File: config.mk
export PLATFORM = sky130hd
export DESIGN_NAME = byte_digit_mult
export DESIGN_NICKNAME = d
export VERILOG_FILES = /design/src/rtl/mulc_pkg.sv /design/src/rtl/mulc_digit_mul.sv /design/src/rtl/mulc_pp_sum.sv /design/src/rtl/byte_digit_mult.sv
export SDC_FILE = /design/constraint.sdc
export NUM_CORES = 1
export LEC_CHECK = 0
export BUFFER_PORTS_ARGS = -buffer_cell sky130_fd_sc_hd__buf_2
export CAP_MARGIN = 10
export CORE_MARGIN = 2
export CORE_UTILIZATION = 25
export DETAILED_ROUTE_END_ITERATION = 10
export SETUP_SLACK_MARGIN = 0.02
export SYNTH_ARGS = -nofsm -noshare
export SYNTH_HDL_FRONTEND = slang
export SYNTH_HIERARCHICAL = 1
export SYNTH_SLANG_ARGS = --single-unit
File: constraint.sdc
create_clock -name clk_i -period 4.84 [get_ports clk_i]
set_clock_uncertainty 0.2 [all_clocks]
set_input_delay 0.726 -clock clk_i [delete_from_list [all_inputs] [get_ports clk_i]]
set_output_delay 0.726 -clock clk_i [all_outputs]
set_load 0.02 [all_outputs]
File: src/rtl/mulc_pkg.sv
package mulc_pkg;
  localparam int unsigned DIG_W = 8;

  // bit offset of the partial product for digit pair (i, j)
  function automatic int unsigned pp_shift(int unsigned i, int unsigned j);
    return (i + j) * DIG_W;
  endfunction
endpackage

File: src/rtl/mulc_digit_mul.sv
module mulc_digit_mul #(
  parameter int unsigned DIG_W = 8,
  localparam int unsigned P_W  = 2 * DIG_W + 2
) (
  input  logic [DIG_W-1:0]    x_i,
  input  logic [DIG_W-1:0]    y_i,
  input  logic                x_sgn_i,
  input  logic                y_sgn_i,
  output logic signed [P_W-1:0] p_o
);
  logic signed [DIG_W:0] x_ext, y_ext;

  // one extra bit: sign copy for a signed digit, zero otherwise
  always_comb begin
    x_ext = $signed({x_sgn_i & x_i[DIG_W-1], x_i});
    y_ext = $signed({y_sgn_i & y_i[DIG_W-1], y_i});
    p_o   = x_ext * y_ext;
  end
endmodule

File: src/rtl/mulc_pp_sum.sv
module mulc_pp_sum #(
  parameter int unsigned NDIG   = 2,
  parameter int unsigned DIG_W  = 8,
  localparam int unsigned NPP   = NDIG * NDIG,
  localparam int unsigned PP_W  = 2 * DIG_W + 2,
  localparam int unsigned PROD_W = 2 * NDIG * DIG_W
) (
  input  logic [NPP-1:0][PP_W-1:0] pp_i,
  output logic [PROD_W-1:0]        sum_o
);
  logic [NPP-1:0][PROD_W-1:0] term;

  for (genvar k = 0; k < NPP; k++) begin : g_term
    localparam int unsigned SH = mulc_pkg::pp_shift(k / NDIG, k % NDIG);
    logic [PROD_W-1:0] ext;
    assign ext     = {{(PROD_W-PP_W){pp_i[k][PP_W-1]}}, pp_i[k]};
    assign term[k] = ext << SH;
  end

  always_comb begin
    sum_o = '0;
    for (int k = 0; k < NPP; k++) sum_o = sum_o + term[k];
  end
endmodule

File: src/rtl/byte_digit_mult.sv
module byte_digit_mult #(
  parameter int unsigned OP_W    = 16,
  localparam int unsigned DIG_W  = mulc_pkg::DIG_W,
  localparam int unsigned NDIG   = OP_W / DIG_W,
  localparam int unsigned NPP    = NDIG * NDIG,
  localparam int unsigned PP_W   = 2 * DIG_W + 2,
  localparam int unsigned PROD_W = 2 * OP_W
) (
  input  logic              clk_i,
  input  logic              rst_ni,
  input  logic              valid_i,
  input  logic              signed_i,
  input  logic [OP_W-1:0]   a_i,
  input  logic [OP_W-1:0]   b_i,
  output logic              valid_o,
  output logic [PROD_W-1:0] product_o
);
  logic [NPP-1:0][PP_W-1:0] pp_d, pp_q;
  logic                     s1_vld_q;
  logic [PROD_W-1:0]        sum_d, prod_q;
  logic                     out_vld_q;

  for (genvar i = 0; i < NDIG; i++) begin : g_a
    for (genvar j = 0; j < NDIG; j++) begin : g_b
      logic signed [PP_W-1:0] p;
      // only the top digit of each operand is signed
      mulc_digit_mul #(.DIG_W(DIG_W)) u_dm (
        .x_i    (a_i[i*DIG_W +: DIG_W]),
        .y_i    (b_i[j*DIG_W +: DIG_W]),
        .x_sgn_i(signed_i && (i == NDIG - 1)),
        .y_sgn_i(signed_i && (j == NDIG - 1)),
        .p_o    (p)
      );
      assign pp_d[i*NDIG + j] = p;
    end
  end

  always_ff @(posedge clk_i or negedge rst_ni) begin
    if (!rst_ni) begin
      pp_q     <= '0;
      s1_vld_q <= 1'b0;
    end else begin
      s1_vld_q <= valid_i;
      if (valid_i) pp_q <= pp_d;
    end
  end

  mulc_pp_sum #(.NDIG(NDIG), .DIG_W(DIG_W)) u_sum (
    .pp_i (pp_q),
    .sum_o(sum_d)
  );

  always_ff @(posedge clk_i or negedge rst_ni) begin
    if (!rst_ni) begin
      prod_q    <= '0;
      out_vld_q <= 1'b0;
    end else begin
      out_vld_q <= s1_vld_q;
      if (s1_vld_q) prod_q <= sum_d;
    end
  end

  assign valid_o   = out_vld_q;
  assign product_o = prod_q;
endmodule

# Word-level counts from Yosys, hierarchy flattened
# Index checks and enable logic that the tools add are counted.
# classes
n_addsub	3
n_mul	4
bitwise_logic	2
# op_table
cell	count
multiplier 9 x 9 -> 18 bit	2
adder 32 bit	1
adder 27 x 26 -> 28 bit	1
adder 17 x 26 -> 27 bit	1
multiplier 8 x 8 -> 16 bit	1
multiplier 9 x 9 -> 16 bit	1
bitwise AND 1 bit	2
# totals
register_bits	102
input_bits	36
output_inout_bits	33
word_cells	16

# Logic depth before layout (Yosys ltp)
# depth
depth_word	3
depth_mapped	20

# Modules after synthesis
# Netlist, hierarchy kept.
# by_module_without_submodules
module	n_inst	cells_each	area_per_inst_um2	seq_area_each_um2
mulc_digit_mul (g_a[0].g_b[0].u_dm ...)	2	354	3094.2	0.0
byte_digit_mult	1	223	4301.6	2652.5
mulc_digit_mul (g_a[1].g_b[0].u_dm)	1	356	3125.5	0.0
mulc_digit_mul (g_a[1].g_b[1].u_dm)	1	354	3103.0	0.0
mulc_pp_sum	1	264	2313.5	0.0

# Worst setup path before layout
# No wires, ideal clock.
# synth_path
path_kind	in2reg
start	input port b_i[15]
end	register pp_q[35] (netlist bit)
t_arrival_ns	5.482
t_required_ns	4.515
setup_slack_ns	-0.967
cell_stages	18
cell_sequence	clkbuf_1 nand2_1 or2_2 fa_1 fa_1 inv_1 fa_1 fa_1 inv_1 fa_1 inv_1 ha_1 o21a_1 o31a_2 o211ai_2 a311oi_2 xnor2_1 mux2_4
# synth_via
elab_chain_len	2
# synth_lines
element	line	rtl
start: declaration	byte_digit_mult.sv:14	input logic [OP_W-1:0] b_i,
bitwise AND 1 bit	mulc_digit_mul.sv:16	y_ext = $signed({y_sgn_i & y_i[DIG_W-1], y_i});
multiplier 9 x 9 -> 18 bit (*)	mulc_digit_mul.sv:17	p_o = x_ext * y_ext;
via g_a[0].g_b[1].p[17]	byte_digit_mult.sv:25	logic signed [PP_W-1:0] p;
end signal: assignment	byte_digit_mult.sv:44	if (valid_i) pp_q <= pp_d;
end: declaration	byte_digit_mult.sv:18	logic [NPP-1:0][PP_W-1:0] pp_d, pp_q;
# Mark *: on every way through the listed nets, which the timed path passes. The rest lies on a longest branch.
# A chain may end at the register's enable or synchronous reset.

# Worst setup path in the final report
# layout_path
start	input port a_i[11]
end	register pp_q[47] (netlist bit)
# layout_via
elab_chain_len	1
# layout_lines
element	line	rtl
start: declaration	byte_digit_mult.sv:13	input logic [OP_W-1:0] a_i,
multiplier 9 x 9 -> 18 bit	mulc_digit_mul.sv:17	
via g_a[1].g_b[0].p[11]	byte_digit_mult.sv:25	
# The timed path passes the listed nets, and every way through them passes these cells.

==> implementation parameters <==
Parameter                              Value

Placement
  Cell Count Post-Placement ... 3,090
  Detailed Place HPWL ... 36,700 um
  Post-placement cell area ... 0.0223 mm2
  Gpl congestion ... 0.825
  IO Port Bufs ... 68
  Worst slack, placed ... -0.780 ns

STA
  Worst-margin pin slew ... 0.920 ns
  Number of endpoints with negative hold slack in the final report ... 0
  Count of endpoints failing setup in the final report ... 20
  Post-route fraction of the period consumed by the critical path ... 102%
  Final worst slack ... -0.120 ns
  Unrepaired setup endpoints after global routing ... true
  Achievable Freq ... 202 MHz
  Number of pins with negative max-slew slack in the final report ... 0
  Min Tclk post-route ... 4.96 ns
  Max-slew headroom at the worst pin ... 38.6%
  Final-layout setup total negative slack ... -1.19 ns

Worst setup path
  Critical path start-end classification ... input pin to flip-flop
  Ordered list of cells on the worst path ... buf_12 -> and2_4 -> fa_1 -> inv_2 -> fa_1 -> inv_2 -> fa_1 -> fa_1 -> inv_1 -> fa_2 -> inv_2 -> ha_4 -> o21a_1 -> o31a_1 -> buf_4 -> o21a_1 -> nor2_1 -> xnor2_1 -> mux2_4
  Critical path data arrival time ... 5.03 ns
  Required time reported for the critical path endpoint ... 4.91 ns
  Cell repeated most along the worst path ... sky130_fd_sc_hd__fa_1
  Count of buffering cells on the critical path with inverters included ... 6
  Slowest cell on the critical path ... sky130_fd_sc_hd__fa_1
  Type of element capturing the critical path ... flip-flop
  Startpoint kind of the worst setup timing path ... input pin
  Delay-heaviest family, CP ... adder cells
  Delay of the slowest cell on the worst path ... 0.55 ns
  Largest driver fanout on the critical path ... 7

Floorplanning
  Core Box Area ... 0.0742 mm2
  Std cell rows ... 100
  Die outline width ... 277 um
  Ports ... 69
  Effective utilization at floorplan ... 25.2%
  Die area ... 0.0769 mm2
  Chip height ... 277 um

GRT
  Antenna violations before repair ... 2
  First-pass GRT wire length ... 72,500 um
  GR Util All Layers ... 11.6%
  Remaining global-route overflow ... 0
  Largest net degree at the start of global routing ... 70
  Via count of the first global-routing pass ... 14,100

CTS
  Clock-pin slew of the registers on the worst-case setup and hold paths ... 0.09 ns
  Source-to-sink clock delay at the later pin of the worst-skew pair ... 0.38 ns
  Clock tree from TritonCTS ... built
  Sink count of the clock tree ... 104
  H-tree depth ... 3
  Buffer depth of the longest clock path ... 2
  Cell at the root of the clock tree ... sky130_fd_sc_hd__clkbuf_16
  TritonCTS buffer count ... 9

Synth
  Yosys warning count ... 6
  Number of cells produced by synthesis ... 1,868
  Syn Area/Cell ... 10.0 um2
  Combined area of all synthesized cells ... 0.0187 mm2

Drt
  Average detailed-routed wire length per instance ... 13.8 um
  First-iteration detailed-routing DRC count ... 435
  Total length of routed wires ... 43,300 um
  Detailed-router iteration count before antenna repair ... 7
  Post-route antenna net violation count ... 0
  Via density per instance ... 4.16
  Post-detailed-route DRC marker count ... 0
  Vias after detailed routing ... 13,100

Status
  Failing checks ... setup timing
  Run status ... finished with violations

Hold path
  Path type of the worst min-delay path ... input pin to asynchronous set/reset pin

Cells and area
  Layout net count ... 2,696
  Proportion of layout cells with a drive suffix above 1 ... 30.9%
  Area growth from synthesis to layout ... 27.0%
  Filler-free cell count of the finished design ... 3,144
  Final cell area excluding filler cells ... 0.0237 mm2

Run
  Max-cap violations ... 0
[repair_timing]
| action | in CTS | in global routing |
|---|---|---|
| setup buffers | 23 | 18 |
| pin swaps | 67 | 93 |
| gates resized for setup | 112 | 89 |
| cloned | 0 | 0 |
| setup endpoints to repair | 39 | 39 |
| hold buffers | 0 | 0 |
[cell usage in the layout, fill, tap and decap left out, types with 7 or more instances in the layout]
cell type,count
sky130_fd_sc_hd__a21o_1,17
sky130_fd_sc_hd__a21oi_1,33
sky130_fd_sc_hd__a21oi_2,19
sky130_fd_sc_hd__and2_1,107
sky130_fd_sc_hd__and2_4,11
sky130_fd_sc_hd__and3_1,11
sky130_fd_sc_hd__buf_12,14
sky130_fd_sc_hd__buf_2,36
sky130_fd_sc_hd__buf_4,271
sky130_fd_sc_hd__buf_6,25
sky130_fd_sc_hd__clkbuf_16,9
sky130_fd_sc_hd__conb_1,10
sky130_fd_sc_hd__dfrtp_1,104
sky130_fd_sc_hd__fa_1,281
sky130_fd_sc_hd__fa_2,13
sky130_fd_sc_hd__ha_1,158
sky130_fd_sc_hd__ha_4,34
sky130_fd_sc_hd__inv_1,348
sky130_fd_sc_hd__inv_2,21
sky130_fd_sc_hd__mux2_2,24
sky130_fd_sc_hd__mux2_4,79
sky130_fd_sc_hd__nand2_1,183
sky130_fd_sc_hd__nand2_2,8
sky130_fd_sc_hd__nand2_4,7
sky130_fd_sc_hd__nand2b_1,7
sky130_fd_sc_hd__nor2_1,52
sky130_fd_sc_hd__o21a_1,16
sky130_fd_sc_hd__o21ai_0,15
sky130_fd_sc_hd__o21ai_1,14
sky130_fd_sc_hd__o21bai_1,11
sky130_fd_sc_hd__or2_2,7
sky130_fd_sc_hd__or3_1,8
sky130_fd_sc_hd__xnor2_1,72
sky130_fd_sc_hd__xnor2_2,10
sky130_fd_sc_hd__xor2_1,17
[sequential cells by signal (all words and copies together), names as in the netlist]
register,count
product_o,32
valid_o,1
s1_vld_q,1
pp_q,70
[final timing paths]
path | startpoint | depth (start not counted) | slack (ns) | to
setup reg to reg | pp_q[8]$_DFFE_PN0P_ | 21 | -0.04 | product_o[31]$_DFFE_PN0P_
hold / removal | rst_ni | 1 | 0.25 | product_o[10]$_DFFE_PN0P_
setup / recovery | a_i[11] | 19 | -0.12 | pp_q[47]$_DFFE_PN0P_
min in group clk_i | product_o[19]$_DFFE_PN0P_ | 1 | 0.30 | product_o[19]$_DFFE_PN0P_
hold reg to reg | product_o[19]$_DFFE_PN0P_ | 1 | 0.30 | product_o[19]$_DFFE_PN0P_
max in group asynchronous | rst_ni | 2 | 3.18 | pp_q[26]$_DFFE_PN0P_
[final cells by class]
class / count / area (um2)
multi-input cells: 1331 / 15300
repair buffers: 352 / 2880
flip-flops and latches: 104 / 2600
clock inverters: 6 / 85.1
diodes: 1 / 2.50
fillers: 7578 / 50500
inverters: 371 / 1400
well taps: 969 / 1210
clock buffers: 10 / 239
[per-stage QoR]
step | hold slack, ns | util, %
2_1_floorplan | 0.174 | -
3_3_place_gp | 0.288 | 30.0
3_5_place_dp | 0.290 | 30.0
4_1_cts | 0.281 | 31.2
5_1_grt | 0.324 | 32.0
6_report | 0.255 | 32.0
[routing by layer]
layer | global-route usage, % | vias up | routed length, um
met5 | 0 | - | 0
met4 | 2.26 | 0 | 684
met3 | 1.68 | 31 | 1300
met1 | 15.6 | 6516 | 20700
li1 | - | 6405 | -
met2 | 20.0 | 130 | 20600
Power is left out: the tool's default activity adds up to more than one toggle a clock period on the data nets, which glitch-free logic cannot reach.
